`config.mk`:
```
export PLATFORM = sky130hd
export DESIGN_NAME = chan_param_guard
export DESIGN_NICKNAME = d
export VERILOG_FILES = /design/src/rtl/pguard_pkg.sv /design/src/rtl/pguard_tx_ctrl.sv /design/src/rtl/pguard_rx_ctrl.sv /design/src/rtl/pguard_param_bank.sv /design/src/rtl/chan_param_guard.sv
export SDC_FILE = /design/constraint.sdc
export NUM_CORES = 1
export LEC_CHECK = 0
export ABC_AREA = 1
export CORE_ASPECT_RATIO = 1.75
export CORE_MARGIN = 2
export CORE_UTILIZATION = 35
export DETAILED_ROUTE_END_ITERATION = 7
export DONT_BUFFER_PORTS = 1
export SYNTH_ARGS = -nofsm -noshare
export SYNTH_HDL_FRONTEND = slang
export SYNTH_SLANG_ARGS = --single-unit
export TNS_END_PERCENT = 100
```
`constraint.sdc`:
```
create_clock -name clk -period 1.7 [get_ports clk]
set_clock_uncertainty 0.15 [all_clocks]
set_input_delay 0.085 -clock clk [delete_from_list [all_inputs] [get_ports clk]]
set_output_delay 0.085 -clock clk [all_outputs]
set_load 0.01 [all_outputs]
```
`src/rtl/pguard_pkg.sv`:
```
package pguard_pkg;

  typedef enum logic [1:0] {
    TX_RUNNING  = 2'd0,
    TX_DRAINING = 2'd1,
    TX_HALTED   = 2'd2
  } tx_state_e;

  typedef struct packed {
    logic stop;
    logic graceful;
    logic restart;
    logic frame_done;
  } tx_cmd_t;

  typedef struct packed {
    logic enable;
    logic disable_rx;
    logic close_buf;
  } rx_cmd_t;

  localparam int unsigned NUM_REGIONS = 2;
  localparam int unsigned REGION_TX   = 0;
  localparam int unsigned REGION_RX   = 1;

endpackage

```
`src/rtl/pguard_tx_ctrl.sv`:
```
module pguard_tx_ctrl
  import pguard_pkg::*;
(
  input  logic    clk,
  input  logic    rst_n,
  input  tx_cmd_t cmd,
  output logic    writable,
  output logic    draining
);

  tx_state_e st_q;
  tx_state_e st_d;

  always_comb begin
    st_d = st_q;
    if (cmd.stop) begin
      st_d = TX_HALTED;
    end else if (cmd.restart) begin
      st_d = TX_RUNNING;
    end else begin
      case (st_q)
        TX_RUNNING:  if (cmd.graceful)   st_d = TX_DRAINING;
        TX_DRAINING: if (cmd.frame_done) st_d = TX_HALTED;
        default:     st_d = st_q;
      endcase
    end
  end

  always_ff @(posedge clk) begin
    if (!rst_n) st_q <= TX_HALTED;
    else        st_q <= st_d;
  end

  assign writable = (st_q == TX_HALTED);
  assign draining = (st_q == TX_DRAINING);

endmodule

```
`src/rtl/pguard_rx_ctrl.sv`:
```
module pguard_rx_ctrl
  import pguard_pkg::*;
(
  input  logic    clk,
  input  logic    rst_n,
  input  rx_cmd_t cmd,
  output logic    writable
);

  logic on_q;
  logic on_d;

  always_comb begin
    on_d = on_q;
    if (cmd.disable_rx)     on_d = 1'b0;
    else if (cmd.enable)    on_d = 1'b1;
    else if (cmd.close_buf) on_d = on_q;  // buffer hand-back only; reception continues
  end

  always_ff @(posedge clk) begin
    if (!rst_n) on_q <= 1'b0;
    else        on_q <= on_d;
  end

  assign writable = !on_q;

endmodule

```
`src/rtl/pguard_param_bank.sv`:
```
module pguard_param_bank #(
  parameter int unsigned WORDS = 8,
  parameter int unsigned DW    = 16,
  localparam int unsigned IW   = (WORDS > 1) ? $clog2(WORDS) : 1
) (
  input  logic                clk,
  input  logic                rst_n,
  input  logic                we,
  input  logic [IW-1:0]       widx,
  input  logic [DW-1:0]       wdata,
  output logic [WORDS*DW-1:0] words_flat
);

  for (genvar w = 0; w < WORDS; w++) begin : g_word
    logic [DW-1:0] word_q;

    always_ff @(posedge clk) begin
      if (!rst_n)                        word_q <= '0;
      else if (we && (widx == IW'(w)))   word_q <= wdata;
    end

    assign words_flat[w*DW +: DW] = word_q;
  end

endmodule

```
`src/rtl/chan_param_guard.sv`:
```
module chan_param_guard
  import pguard_pkg::*;
#(
  parameter int unsigned WORDS         = 8,
  parameter int unsigned DW            = 16,
  parameter int unsigned RX_MAXLEN_IDX = 0,
  localparam int unsigned IW           = (WORDS > 1) ? $clog2(WORDS) : 1,
  localparam int unsigned AW           = IW + 1
) (
  input  logic          clk,
  input  logic          rst_n,
  input  logic          req_valid,
  output logic          req_ready,
  input  logic          req_write,
  input  logic [AW-1:0] req_addr,
  input  logic [DW-1:0] req_wdata,
  output logic          rsp_valid,
  input  logic          rsp_ready,
  output logic [DW-1:0] rsp_rdata,
  output logic          rsp_denied,
  input  logic          cmd_tx_stop,
  input  logic          cmd_tx_graceful,
  input  logic          cmd_tx_restart,
  input  logic          cmd_rx_enable,
  input  logic          cmd_rx_disable,
  input  logic          cmd_rx_close_buf,
  input  logic          tx_frame_done,
  output logic          tx_writable,
  output logic          tx_draining,
  output logic          rx_writable,
  output logic          wr_err,
  output logic [DW-1:0] rx_max_len
);

  tx_cmd_t tx_cmd;
  rx_cmd_t rx_cmd;

  assign tx_cmd = '{stop: cmd_tx_stop, graceful: cmd_tx_graceful,
                    restart: cmd_tx_restart, frame_done: tx_frame_done};
  assign rx_cmd = '{enable: cmd_rx_enable, disable_rx: cmd_rx_disable,
                    close_buf: cmd_rx_close_buf};

  pguard_tx_ctrl u_tx_ctrl (
    .clk      (clk),
    .rst_n    (rst_n),
    .cmd      (tx_cmd),
    .writable (tx_writable),
    .draining (tx_draining)
  );

  pguard_rx_ctrl u_rx_ctrl (
    .clk      (clk),
    .rst_n    (rst_n),
    .cmd      (rx_cmd),
    .writable (rx_writable)
  );

  // Request decode
  logic                   accept;
  logic                   region;
  logic [IW-1:0]          idx;
  logic [NUM_REGIONS-1:0] open_vec;
  logic                   allow;
  logic                   deny;

  assign req_ready = !rsp_valid || rsp_ready;
  assign accept    = req_valid && req_ready;
  assign region    = req_addr[AW-1];
  assign idx       = req_addr[IW-1:0];

  assign open_vec[REGION_TX] = tx_writable;
  assign open_vec[REGION_RX] = rx_writable;
  assign allow               = open_vec[region];
  assign deny                = accept && req_write && !allow;

  // Storage, one bank per region
  logic [WORDS*DW-1:0] bank_flat [NUM_REGIONS];

  for (genvar g = 0; g < NUM_REGIONS; g++) begin : g_region
    logic we_g;
    assign we_g = accept && req_write && allow && (region == 1'(g));

    pguard_param_bank #(
      .WORDS (WORDS),
      .DW    (DW)
    ) u_bank (
      .clk        (clk),
      .rst_n      (rst_n),
      .we         (we_g),
      .widx       (idx),
      .wdata      (req_wdata),
      .words_flat (bank_flat[g])
    );
  end

  logic [DW-1:0] rd_sel;
  assign rd_sel     = bank_flat[region][idx*DW +: DW];
  assign rx_max_len = bank_flat[REGION_RX][RX_MAXLEN_IDX*DW +: DW];

  // Response register
  always_ff @(posedge clk) begin
    if (!rst_n) begin
      rsp_valid  <= 1'b0;
      rsp_rdata  <= '0;
      rsp_denied <= 1'b0;
      wr_err     <= 1'b0;
    end else begin
      wr_err <= deny;
      if (accept) begin
        rsp_valid  <= 1'b1;
        rsp_rdata  <= req_write ? '0 : rd_sel;
        rsp_denied <= deny;
      end else if (rsp_ready) begin
        rsp_valid  <= 1'b0;
      end
    end
  end

endmodule

```
## After elaboration in Yosys (flattened, before gate mapping)

Cells that the tools add are included.
Widths: inputs -> output; s select.

| storage, ports and cells | value |
|---|---|
| register bits after elaboration | 278 |
| bits in latches | 0 |
| memory bits (writable) | 0 |
| ROM bits | 0 |
| input port bits | 32 |
| output and inout port bits | 39 |
| logic and storage cells | 90 |
| memories | 0 |

| cells by class | value |
|---|---|
| $add $sub $neg | 0 |
| $mul | 0 |
| divide/modulo/power cells | 0 |
| magnitude comparators | 2 |
| eq/ne operators | 13 |
| shift-type cells | 1 |
| multiplexer cells | 12 |
| bitwise logic cells | 3 |
| reduce and logical (&&, ||, !) cells | 36 |

Operators with widths:

| operator | number |
|---|---|
| $mux 128 | 3 |
| $shiftx 128x8->16 | 1 |
| $logic_and 1x1->1 | 22 |
| $mux 16 | 1 |
| $eq 3x3->1 const B | 4 |
| $eq 3x2->1 const B | 2 |
| $mux 2 | 3 |
| $ne 3x3->1 const B | 2 |
| $reduce_and 3->1 | 2 |
| $mux 1 | 4 |
| $ne 2x2->1 const B | 2 |
| $pmux 2 s2 | 1 |
| $reduce_bool 2->1 | 2 |
| $reduce_or 2->1 | 2 |
| $eq 3x1->1 const B | 1 |
| $logic_not 1->1 | 3 |
| $logic_not 3->1 | 1 |
| $reduce_bool 3->1 | 1 |
| $reduce_or 3->1 | 1 |
| $eq 2x1->1 const B | 1 |
| $eq 2x2->1 const B | 1 |
| $ge 2x2->1 const B | 1 |
| $logic_not 2->1 | 1 |
| $lt 1x2->1 const B | 1 |
| 3 further kinds | 4 |

## Depth between registers and ports, before layout

| depth | value |
|---|---|
| word-level depth | 7 |
| depth in mapped cells | 11 |
| depth with buffers taken out | 9 |

## By module

From an unflattened synthesis, not the netlist that was laid out.

| unflattened totals | value |
|---|---|
| cells, all modules | 2334 |
| area total of the unflattened synthesis | 14144.8 µm² |

Modules (own cells, without submodules):

| module | times used | cells an instance | area each (µm²) | sequential area each (µm²) |
|---|---|---|---|---|
| pguard_param_bank | 2 | 725 | 5068.6 | 2562.5 |
| chan_param_guard | 1 | 860 | 3861.2 | 380.4 |
| pguard_tx_ctrl | 1 | 18 | 107.6 | 40.0 |
| pguard_rx_ctrl | 1 | 6 | 38.8 | 20.0 |

## Worst setup path before layout

OpenSTA, ideal clock, no wires.

| timing | value |
|---|---|
| kind | flip-flop to flip-flop |
| from | reg rsp_valid |
| to | reg g_region[1].u_bank.g_word[2].word_q[10] |
| setup time | 0.064 ns |
| arrival time | 1.540 ns |
| data required time | 1.486 ns |
| path slack | -0.055 ns |
| stages on the path, launching flop included | 9 |
| path buffers | 1 |
| clock period less this slack | 1.755 ns |
| cells stage by stage | dfxtp_1 nand2_1 nand3_1 nor3_4 nand2_1 inv_2 buf_2 nor2_1 nor2_1 |

| on the way | value |
|---|---|
| longest elaborated chain between the ends | 7 |

RTL lines:

| element | line | source |
|---|---|---|
| start: declaration | chan_param_guard.sv:17 | `output logic rsp_valid,` |
| start signal: assignment | chan_param_guard.sv:103 | `rsp_valid <= 1'b0;` |
| start signal: assignment | chan_param_guard.sv:110 | `rsp_valid <= 1'b1;` |
| start signal: assignment | chan_param_guard.sv:114 | `rsp_valid <= 1'b0;` |
| $logic_not 1->1 | chan_param_guard.sv:66 | `assign req_ready = !rsp_valid \|\| rsp_ready;` |
| $logic_or 1x1->1 | chan_param_guard.sv:66 |  |
| via req_ready | chan_param_guard.sv:13 | `output logic req_ready,` |
| $logic_and 1x1->1 | chan_param_guard.sv:67 | `assign accept = req_valid && req_ready;` |
| $logic_and 1x1->1 (3 in a row) | chan_param_guard.sv:81 | `assign we_g = accept && req_write && allow && (region == 1'(g));` |
| $logic_and 1x1->1 | pguard_param_bank.sv:19 | `else if (we && (widx == IW'(w))) word_q <= wdata;` |
| end signal: assignment | pguard_param_bank.sv:19 |  |
| end: declaration | pguard_param_bank.sv:15 | `logic [DW-1:0] word_q;` |

The timed path passes the listed nets, and every way through them passes these cells.
A chain may end at the register's enable or synchronous reset.

## Worst setup path in the final report

| timing | value |
|---|---|
| from | reg u_tx_ctrl.st_q[1] |
| to | reg g_region[0].u_bank.g_word[0].word_q[10] |

| on the way | value |
|---|---|
| longest elaborated chain between the ends | 6 |

RTL lines:

| element | line | source |
|---|---|---|
| start: declaration | pguard_tx_ctrl.sv:11 | `tx_state_e st_q;` |
| start signal: assignment | pguard_tx_ctrl.sv:31 | `else st_q <= st_d;` |
| $eq 2x2->1 | pguard_tx_ctrl.sv:34 | `assign writable = (st_q == TX_HALTED);` |
| $mux 1 (implied by the code) (2 in a row) | chan_param_guard.sv:73 | `assign allow = open_vec[region];` |
| $logic_and 1x1->1 (2 in a row) | chan_param_guard.sv:81 |  |
| $logic_and 1x1->1 | pguard_param_bank.sv:19 |  |
| end signal: assignment | pguard_param_bank.sv:19 |  |
| end: declaration | pguard_param_bank.sv:15 |  |

Every way passes these cells. The select of a mux whose other input is x is not followed.

==> summary.md <==
| Metric | Value |
|---|---|
| Root buffer selected by CTS | `clkbuf_16` |
| Crit path max-delay cell type | `dfxtp_2` |
| Hold_ws | `-0.501 ns` |
| Most common cell on crit path | `buf_12` |
| Unrepaired setup endpoints after global routing | `true` |
| Vias/cell | `5.18` |
| Cell count after synthesis | `between 1.5k and 2k` |
| Status | `finished, violations left` |
| Largest net degree at the start of global routing | `around 190` |
| Area delta synth->final | `27.9%` |
| Post-Layout Cell Count | `2422` |
| Peak supply drop | `just under 0.7 mV` |
| Mapped Area | `12700 um^2` |
| Relative slew margins | `around 16%` |
| Initial antenna violation count | `2` |
| Worst slew pin tran | `between 1 and 1.5 ns` |
| List of most frequent post-synthesis cells | `nand2_1 (420), dfxtp_1 (278), a21oi_1 (226)` |
| Most common cell in the synthesized netlist | `nand2_1` |
| Seq cells post-synth | `~280` |
| Internal cell power | `~0.011 W` |
| Critical-path cell list | `inv_2 -> nor2_1 -> buf_4 -> nand2_4 -> nor2_4 -> buf_12 -> buf_12 -> nand2_8 -> clkbuf_16 -> nand2_1 -> a21oi_1` |
| Pwr dens | `899 nW/um^2` |
| Yosys top cell by area | `dfxtp_1` |
| Clock Power Share | `44.6%` |
| Register area share after synthesis | `43.9%` |
| ANT nets after route | `0` |
| Failing checks | `negative hold slack, negative setup slack` |
| Critical Path RT | `1.97 ns` |
| Reg2reg start | `u_tx_ctrl.st_q[1]` |
| Die Y | `256 um` |
| Via count | `approximately 13k` |
| Crit path arrival time | `2.02 ns` |
| Async SR Flop Fraction | `0%` |
| Die Span X | `148 um` |
| First-pass GRT wire length | `64300 um` |
| Period utilisation layout | `103%` |
| Syn. warnings | `0` |
| Synth area leaders | `dfxtp_1 (44%), nand2_1 (12%), a21oi_1 (8.9%)` |
| Ports | `between 70 and 80` |
| Number of synthesized flops with an enable pin | `0` |
| Ys flop type | `dfxtp_1` |
| Final GP Congestion | `0.820` |
| CP Class | `flop to flop` |
| Max Freq | `571 MHz` |
| Peak per-stage delay on the critical path | `0.34 ns` |
| Syn Nets | `between 1.5k and 2k` |
| Hold wc startpoint | `rst_n` |
| DRT iter0 DRCs | `951` |
| CTS Buffer Depth | `3` |
| Number of port buffers | `0` |
| Clk sinks | `278` |
| Skew-Pair Late Insertion Delay | `0.55 ns` |
| Avg Inst Size Synth | `between 6 and 7 um^2` |
| Final hold viol count | `247` |
| Unique cell type count in the Yosys netlist | `22` |
| Cells after DPL | `between 2k and 2.5k` |
| Tmin final | `1.75 ns` |
| Switching power | `0.00362 W` |
| Crit path capture type | `flop` |
| Site Rows | `92` |
| Aggregate global routing overflow | `0` |
| Routed wire length | `46000 um` |
| Core ar. | `35800 um^2` |
| Drt drc | `0` |
| Tightest Hold Check Type | `primary input to flop` |
| Initial Util | `between 30% and 40%` |
| Origin of the worst setup path | `u_tx_ctrl.st_q[1]` |
| Max-Cap Viols | `0` |
| CTS tree | `built` |
| Die area | `37800 um^2` |
| Fraction of layout instances using a drive strength above 1 | `~16%` |
| Sequential power share | `45.6%` |
| Worst setup margin | `-0.0515 ns` |
| Cts bufs inserted | `26` |
| HPWL Detailed | `25900 um` |
| Area share of the largest cell type after synthesis | `43.9%` |
| All-Layer GR Usage | `between 20% and 30%` |
| Type of origin of the critical path | `flop` |
| Number of global-route vias before repair | `11.2k` |
| Pleak | `around 6.5 nW` |
| Max-slew violations | `0` |
| Combinational share of power | `9.8%` |
| Clock Pin Slew Worst Setup and Hold Paths | `0.07 ns` |
| CP Max Fanout | `8` |
| Drt pass-1 iters | `6` |
| H-tree level count | `1` |
| Worst slack, placed | `-0.0827 ns` |
| DR WL/cell | `~19 um` |
| Sw frac | `24.9%` |
| # nets final | `1962` |
| Setup violations, final | `58` |
[worst paths after layout]
path | end | slack [ns] | cells past startpoint
setup / recovery | g_region[0].u_bank.g_word[0].word_q[10] | -0.05 | 11
hold reg to reg | g_region[1].u_bank.g_word[7].word_q[15] | 0.30 | 2
hold / removal | g_region[1].u_bank.g_word[7].word_q[15] | -0.50 | 2
setup reg to reg | g_region[0].u_bank.g_word[0].word_q[10] | -0.05 | 11
[worst max-delay path, delay by kind of cell, from the launching register on]
family	cells	cell delay [ns]
AO/OA/AOI/OAI	1	0.05
flip-flops	1	0.34
AND/OR/NAND/NOR	5	0.38
buffers and inverters	5	0.69
[power groups by stage]
stage / Sequential (W) / Combinational, W / Clock (W)
after floorplan: 0.00677 / 0.000773 / 0
after global routing: 0.00665 / 0.00154 / 0.00682
after CTS: 0.00664 / 0.00112 / 0.00658
after global placement: 0.00679 / 0.000943 / 0
after detailed placement: 0.00679 / 0.000950 / 0
final: 0.00664 / 0.00143 / 0.00650
[stage by stage]
stage / utilization (%) / power, W / setup TNS [ns] / instance area (um^2) / hold slack, ns
after floorplan: - / 0.00754 / -1.73 / 12800 / 0.0118
after global placement: 37.7 / 0.00773 / -3.79 / 13500 / 0.0159
after detailed placement: 37.7 / 0.00774 / -4.29 / 13500 / 0.0161
after CTS: 41.5 / 0.0143 / -0.0263 / 14900 / -0.475
after global routing: 45.2 / 0.0150 / -11.87 / 16200 / -0.517
final: 45.3 / 0.0146 / -0.999 / 16200 / -0.501
[sequential cells by signal, indices dropped and copies added (netlist names)]
register,cells
g_region.u_bank.g_word.word_q,256
rsp_rdata,16
rsp_denied,1
rsp_valid,1
wr_err,1
u_tx_ctrl.st_q,2
u_rx_ctrl.on_q,1
[layout make-up]
type,count,area (um^2)
fill,3564,19600
timing repair buffer,148,2020
antenna,3,7.51
clock buffer,37,753
sequential,278,5580
tap,470,588
multi-input combinational,1285,6330
inverter,191,733
clock inverter,10,181
[kinds of logic after synthesis]
family,Yosys count,share of synthesized area [%]
compound gates,439,17.4
buf+inv,353,11.1
simple gates,846,27.6
flops,278,43.9
[routing by layer]
layer  part of all wire [%]  track usage [%]  up-vias
li1                       -                -     6167
met1                     37             24.9     5907
met2                     51             37.7      376
met3                    5.8             3.80      107
met4                    6.2             10.2        0
met5                      0                0        -
[cells in the final DEF, fill, tap and decap left out, types with 4 or more instances in the layout]
master         Yosys  final
nand2_1          420    391
dfxtp_1          278    263
a21oi_1          226    207
nor2_1           206    201
nand3_1          207    193
inv_1            184    181
o21ai_1            3    110
o21ai_2            0     51
o21ai_0          208     48
clkbuf_16          0     45
buf_4             19     41
dlygate4sd3_1      0     37
buf_12             0     31
a21oi_2            0     19
nand2_4            0     18
dfxtp_2            0     15
nand3_2            0     12
buf_6              0     12
nor2_2             5      8
inv_2              7      6
nand2_8            0      6
nand2_2            1      6
clkbuf_1         123      6
buf_8              0      6
nor2_4             3      5
bufinv_16          0      5
clkinv_2           0      4
clkbuf_8           0      4
[timing repair]
action | in CTS | in global routing
setup endpoints to repair | 154 | 212
hold endpoints to repair | 278 | 259
cloned | 0 | 21
pin swaps | 2 | 43
buffers inserted | 1 | 0
gates resized for setup | 7 | 314
hold buffers | 37 | 20
(Power assumes the default switching activity.)
